<file path="config.mk">
export PLATFORM = sky130hd
export DESIGN_NAME = cplx3_mul
export DESIGN_NICKNAME = d
export VERILOG_FILES = /design/src/rtl/cplx3_mul_pkg.sv /design/src/rtl/cplx3_preadd.sv /design/src/rtl/cplx3_mult.sv /design/src/rtl/cplx3_postadd.sv /design/src/rtl/cplx3_vpipe.sv /design/src/rtl/cplx3_mul.sv
export SDC_FILE = /design/constraint.sdc
export NUM_CORES = 2
export LEC_CHECK = 0
export ABC_AREA = 1
export BUFFER_PORTS_ARGS = -buffer_cell sky130_fd_sc_hd__buf_2
export CAP_MARGIN = 20
export CORE_MARGIN = 1.5
export CORE_UTILIZATION = 65
export DETAILED_ROUTE_END_ITERATION = 6
export PLACE_DENSITY_LB_ADDON = 0.08
export SYNTH_ARGS = -nofsm -noshare
export SYNTH_HDL_FRONTEND = slang
export SYNTH_SLANG_ARGS = --single-unit
</file>
<file path="constraint.sdc">
create_clock -name clk -period 6.1 [get_ports clk]
set_clock_uncertainty 0.2 [all_clocks]
set_input_delay 0.915 -clock clk [delete_from_list [all_inputs] [get_ports clk]]
set_output_delay 0.915 -clock clk [all_outputs]
set_load 0.005 [all_outputs]
</file>
<file path="src/rtl/cplx3_mul_pkg.sv">
package cplx3_mul_pkg;
  // register stages between operand input and product output
  localparam int unsigned STAGES = 3;
  // number of real multipliers in the middle stage
  localparam int unsigned NUM_MULT = 3;

  function automatic int unsigned pre_width(input int unsigned w);
    return w + 1;
  endfunction

  function automatic int unsigned prod_width(input int unsigned w);
    return 2 * w + 2;
  endfunction
endpackage

</file>
<file path="src/rtl/cplx3_preadd.sv">
// Stage 1: forms the pre-add/pre-subtract terms and lines up the factor pairs
// for the three multipliers. Pair 0: (a+b, c), pair 1: (a, d-c), pair 2: (b, c+d).
module cplx3_preadd
  import cplx3_mul_pkg::*;
#(
  parameter int unsigned W = 16
) (
  input  logic                            clk,
  input  logic signed [W-1:0]             op_a,
  input  logic signed [W-1:0]             op_b,
  input  logic signed [W-1:0]             op_c,
  input  logic signed [W-1:0]             op_d,
  output logic signed [pre_width(W)-1:0]  fac_x [NUM_MULT],
  output logic signed [pre_width(W)-1:0]  fac_y [NUM_MULT]
);
  localparam int unsigned EW = pre_width(W);

  logic signed [EW-1:0] ea, eb, ec, ed;

  always_comb begin
    ea = EW'(op_a);
    eb = EW'(op_b);
    ec = EW'(op_c);
    ed = EW'(op_d);
  end

  always_ff @(posedge clk) begin
    fac_x[0] <= ea + eb;
    fac_y[0] <= ec;
    fac_x[1] <= ea;
    fac_y[1] <= ed - ec;
    fac_x[2] <= eb;
    fac_y[2] <= ec + ed;
  end
endmodule

</file>
<file path="src/rtl/cplx3_mult.sv">
// Stage 2: the three real multipliers, each registered on its own.
module cplx3_mult
  import cplx3_mul_pkg::*;
#(
  parameter int unsigned W = 16
) (
  input  logic                             clk,
  input  logic signed [pre_width(W)-1:0]   fac_x [NUM_MULT],
  input  logic signed [pre_width(W)-1:0]   fac_y [NUM_MULT],
  output logic signed [prod_width(W)-1:0]  prod  [NUM_MULT]
);
  localparam int unsigned PW = prod_width(W);

  for (genvar g = 0; g < NUM_MULT; g++) begin : g_mul
    logic signed [PW-1:0] wx, wy;
    always_comb begin
      wx = PW'(fac_x[g]);
      wy = PW'(fac_y[g]);
    end
    always_ff @(posedge clk) begin
      prod[g] <= wx * wy;
    end
  end
endmodule

</file>
<file path="src/rtl/cplx3_postadd.sv">
// Stage 3: recombines the products. k0=c(a+b), k1=a(d-c), k2=b(c+d).
module cplx3_postadd
  import cplx3_mul_pkg::*;
#(
  parameter int unsigned W = 16
) (
  input  logic                             clk,
  input  logic signed [prod_width(W)-1:0]  prod [NUM_MULT],
  output logic signed [prod_width(W)-1:0]  res_re,
  output logic signed [prod_width(W)-1:0]  res_im
);
  always_ff @(posedge clk) begin
    res_re <= prod[0] - prod[2];
    res_im <= prod[0] + prod[1];
  end
endmodule

</file>
<file path="src/rtl/cplx3_vpipe.sv">
// Valid flag delay line, one bit per arithmetic stage.
module cplx3_vpipe
  import cplx3_mul_pkg::*;
#(
  parameter int unsigned DEPTH = STAGES
) (
  input  logic clk,
  input  logic rst,
  input  logic v_in,
  output logic v_out
);
  logic [DEPTH-1:0] sr;

  always_ff @(posedge clk) begin
    if (rst) sr <= '0;
    else     sr <= {sr[DEPTH-2:0], v_in};
  end

  assign v_out = sr[DEPTH-1];

  // a reset edge empties the output flag on the next cycle
  a_r7_reset_clears: assert property (@(posedge clk) rst |=> !v_out);
endmodule

</file>
<file path="src/rtl/cplx3_mul.sv">
module cplx3_mul
  import cplx3_mul_pkg::*;
#(
  parameter int unsigned W = 16
) (
  input  logic                            clk,
  input  logic                            rst,
  input  logic                            in_valid,
  input  logic signed [W-1:0]             in_a,
  input  logic signed [W-1:0]             in_b,
  input  logic signed [W-1:0]             in_c,
  input  logic signed [W-1:0]             in_d,
  output logic                            out_valid,
  output logic signed [2*W+1:0]           out_re,
  output logic signed [2*W+1:0]           out_im
);
  localparam int unsigned EW = pre_width(W);
  localparam int unsigned PW = prod_width(W);

  logic signed [EW-1:0] fac_x [NUM_MULT];
  logic signed [EW-1:0] fac_y [NUM_MULT];
  logic signed [PW-1:0] prod  [NUM_MULT];

  cplx3_preadd #(.W(W)) u_pre (
    .clk(clk), .op_a(in_a), .op_b(in_b), .op_c(in_c), .op_d(in_d),
    .fac_x(fac_x), .fac_y(fac_y)
  );

  cplx3_mult #(.W(W)) u_mul (
    .clk(clk), .fac_x(fac_x), .fac_y(fac_y), .prod(prod)
  );

  cplx3_postadd #(.W(W)) u_post (
    .clk(clk), .prod(prod), .res_re(out_re), .res_im(out_im)
  );

  cplx3_vpipe #(.DEPTH(STAGES)) u_vld (
    .clk(clk), .rst(rst), .v_in(in_valid), .v_out(out_valid)
  );

  // Direct four-product form, used only by the end-to-end checks below.
  logic signed [PW-1:0] chk_re, chk_im;
  always_comb begin
    chk_re = PW'(in_a) * PW'(in_c) - PW'(in_b) * PW'(in_d);
    chk_im = PW'(in_a) * PW'(in_d) + PW'(in_b) * PW'(in_c);
  end

  a_r1_real_exact: assert property (@(posedge clk) disable iff (rst)
    out_valid |-> out_re == $past(chk_re, 3));
  a_r2_imag_exact: assert property (@(posedge clk) disable iff (rst)
    out_valid |-> out_im == $past(chk_im, 3));
  a_r3_valid_latency: assert property (@(posedge clk) disable iff (rst)
    in_valid |=> ##2 out_valid);
  a_r5_idle_silent: assert property (@(posedge clk) disable iff (rst)
    !in_valid |=> ##2 !out_valid);
endmodule

</file>
==> results.md <==
## Critical path
- sort of element at the start of the critical path: flip-flop
- kind of capture point of the worst setup path: flip-flop
- Reg2Reg Setup Slack: 220 ps
- Crit Path Class: flip-flop to flip-flop
- Crit path required time: 6330 ps
- data arrival time of the critical path: 6120 ps
- highest fanout seen on the critical path: 9

## STA
- max frequency: 170 MHz
- slew of the pin with the lowest slew margin: 725 ps
- number of hold violations in the final report: 0
- worst relative slew slack: 51.6%
- max-slew violations: 0
- final worst path period need: 5880 ps
- RSZ-0062 raised after global routing: true
- Setup-failing EPs final: 0
- Final Cycle Share: 96.5%

## Placement
- post-DP HPWL: 117000 um
- Cell Area, Placed: 48700 um2
- total placed cells including tap cells: 7281
- port buffer count: 135
- final weighted congestion in routability-driven placement: 1.01

## Clock network
- Max Root-Sink Buffers: 3
- TritonCTS clock tree: done
- clock root cell: clkbuf_16
- clock sink total: 268
- latest clock arrival within the worst-skew pair: 580 ps
- CTS Hold Buffers Added: 0
- total clock buffers created by CTS: 35
- H-tree levels: 2
- Clock Pin Slew Worst Setup and Hold Paths: 70 ps

## Drt
- DRC: 4
- count of TritonRoute iterations in the first routing pass: 7
- number of violations reported at the end of detailed-routing iteration 0: 2937
- per-cell via count in the routed design: 5.34
- Routed met3 length: 10400 um
- vias after detailed routing: 39241
- Met2 Routed Length: 63600 um
- post-route met1 wirelength: 53100 um
- count of antenna-violating nets left after detailed routing: 0
- top routing layer in use: met5
- Final Routed Wirelength: 135000 um
- Routed WL per cell: 18.3 um

## Floorplanning
- total core area: 71400 um2
- Row Count: 98
- y dimension of the die: 271 um
- starting density of the core: 65.5%
- Die X: 271 um
- die area: 73500 um2
- I/O Pins: 136

## Run status
- status: complete, but fails checks
- violated checks: design-rule violations

## Logic synthesis
- top cells by area in the synthesized netlist: fa_1 (36%), inv_1 (14%), nand2_1 (14%)
- number of flops mapped to enable cells by yosys: 0
- most common cell in the synthesized netlist: inv_1
- mapped cell area: 46700 um2
- cell type with the largest total area after synthesis: fa_1
- post-synth cell types: 41
- average cell area after synthesis: 7.44 um2
- Synth Register Bits: 268
- sequential fraction of the synthesis area: 11.5%
- number of instances in the synthesized netlist: 6278
- Post-Syn Nets: 7544
- Primary FF master, synth: dfxtp_1
- Yosys top cell area share: 35.7%
- share of synthesized registers carrying an async set or reset: 0%
- leading post-synthesis cells by instance count: inv_1 (1752), nand2_1 (1744), fa_1 (833)
- synth warn: 0

## Finish
- layout-stage area growth over the synthesis result: 7.06%
- layout cells sized above 1: 6.63%
- Fillers: 6034
- non-filler cells in the finished layout: 7349
- final-stage net count: 7634
- final standard cell area without fillers: 50000 um2

## GRT
- wire length of the first global-routing pass: 218000 um
- number of antenna violations at the first check in global routing: 5
- GR Overflow Total: 0
- number of global-route vias before repair: 41376
- largest net degree at the start of global routing: 31
- aggregate global-route resource usage: 38.3%

## Job
- # Max-Cap Violations: 0

## Worst hold path
- Hold Crit Class: flip-flop to flip-flop

-- logic make-up after synthesis --
group | synth area share [%]
AND/OR/NAND/NOR | 20.6
XOR/XNOR | 2.53
adder cells (fa/ha/maj) | 45.5
buffers and inverters | 15.7
AO/OA/AOI/OAI | 4.15
flip-flops | 11.5
-- what timing repair did --
item                                    CTS  global route
setup buffers                             0             0
gates resized for setup                   0            28
endpoints found under the setup margin    0            29
-- stage by stage --
| step | util (%) | setup WS, ps | hold WS [ps] | TNS, ps |
|---|---|---|---|---|
| 6_report | 70.1 | 215 | 206 | 0 |
| 3_5_place_dp | 68.2 | 175 | 194 | 0 |
| 4_1_cts | 70.0 | 166 | 210 | 0 |
| 5_1_grt | 70.1 | -12.5 | 235 | -12.5 |
| 2_1_floorplan | - | 513 | 188 | 0 |
| 3_3_place_gp | 68.2 | 181 | 192 | 0 |
-- metal layers --
layer / up-vias / global-route usage [%]
li1: 18275 / -
met1: 18982 / 48.0
met2: 1572 / 64.7
met3: 408 / 6.23
met4: 4 / 18.8
met5: - / 0
-- worst max-delay path, stage by stage (launching register included) --
cell and delay (ps):
dfxtp_1 690, nand2_1 160, fa_1 520, inv_1 70, fa_1 500, inv_1 60, fa_1 530, inv_1 70
fa_1 400, fa_1 510, inv_1 50, fa_1 470, inv_1 40, ha_1 360, nand2_1 110, inv_1 70
nand2_1 120, nor3_1 300, a21oi_1 150, xnor2_1 380
-- final timing paths --
| check | from | endpoint | cells after the start |
|---|---|---|---|
| max | u_pre.fac_y[22]$_DFF_P_ | u_mul.prod[53]$_DFF_P_ | 19 |
| min | u_vld.sr[0]$_SDFF_PP0_ | u_vld.sr[1]$_SDFF_PP0_ | 2 |
| max reg2reg | u_pre.fac_y[22]$_DFF_P_ | u_mul.prod[53]$_DFF_P_ | 19 |
| min reg2reg | u_vld.sr[0]$_SDFF_PP0_ | u_vld.sr[1]$_SDFF_PP0_ | 2 |
-- area by class of cell --
type,count,area (um2),area share [%]
antenna,4,10.0,0.0200
tap,950,1190,2.38
timing repair buffer,244,1510,3.01
clock buffer,45,973,1.95
clock inverter,19,308,0.615
sequential,268,5390,10.8
multi-input combinational,4059,34100,68.1
inverter,1760,6610,13.2
-- state kept, by name (all words and copies together) (netlist names) --
name,count
u_pre.fac_y,49
u_mul.prod,99
u_post.res_re,34
u_post.res_im,34
u_pre.fac_x,49
u_vld.sr,3
-- cell usage in the layout (no fill, tap or decap), types with 6 or more instances in the layout --
master / synthesis / routed
inv_1: 1752 / 1752
nand2_1: 1744 / 1743
fa_1: 833 / 831
ha_1: 366 / 366
nor2_1: 265 / 264
dfxtp_1: 268 / 247
a21oi_1: 202 / 201
nand3_1: 164 / 164
buf_2: 6 / 135
buf_4: 2 / 108
xor2_1: 107 / 106
o21ai_0: 90 / 90
nand4_1: 65 / 65
nor3_1: 38 / 38
clkbuf_16: 0 / 35
o21bai_1: 32 / 32
xnor2_1: 28 / 28
nand2_2: 27 / 27
dfxtp_2: 0 / 21
nor2_2: 18 / 19
nor3_2: 13 / 13
nand3b_1: 13 / 13
or2_2: 9 / 9
inv_2: 7 / 7
a21oi_2: 6 / 7
a21o_1: 7 / 7
bufinv_16: 0 / 6
clkbuf_8: 0 / 6
Power is not shown: default switching activity piles up to over one toggle a cycle in this logic, so the estimate is an artifact.
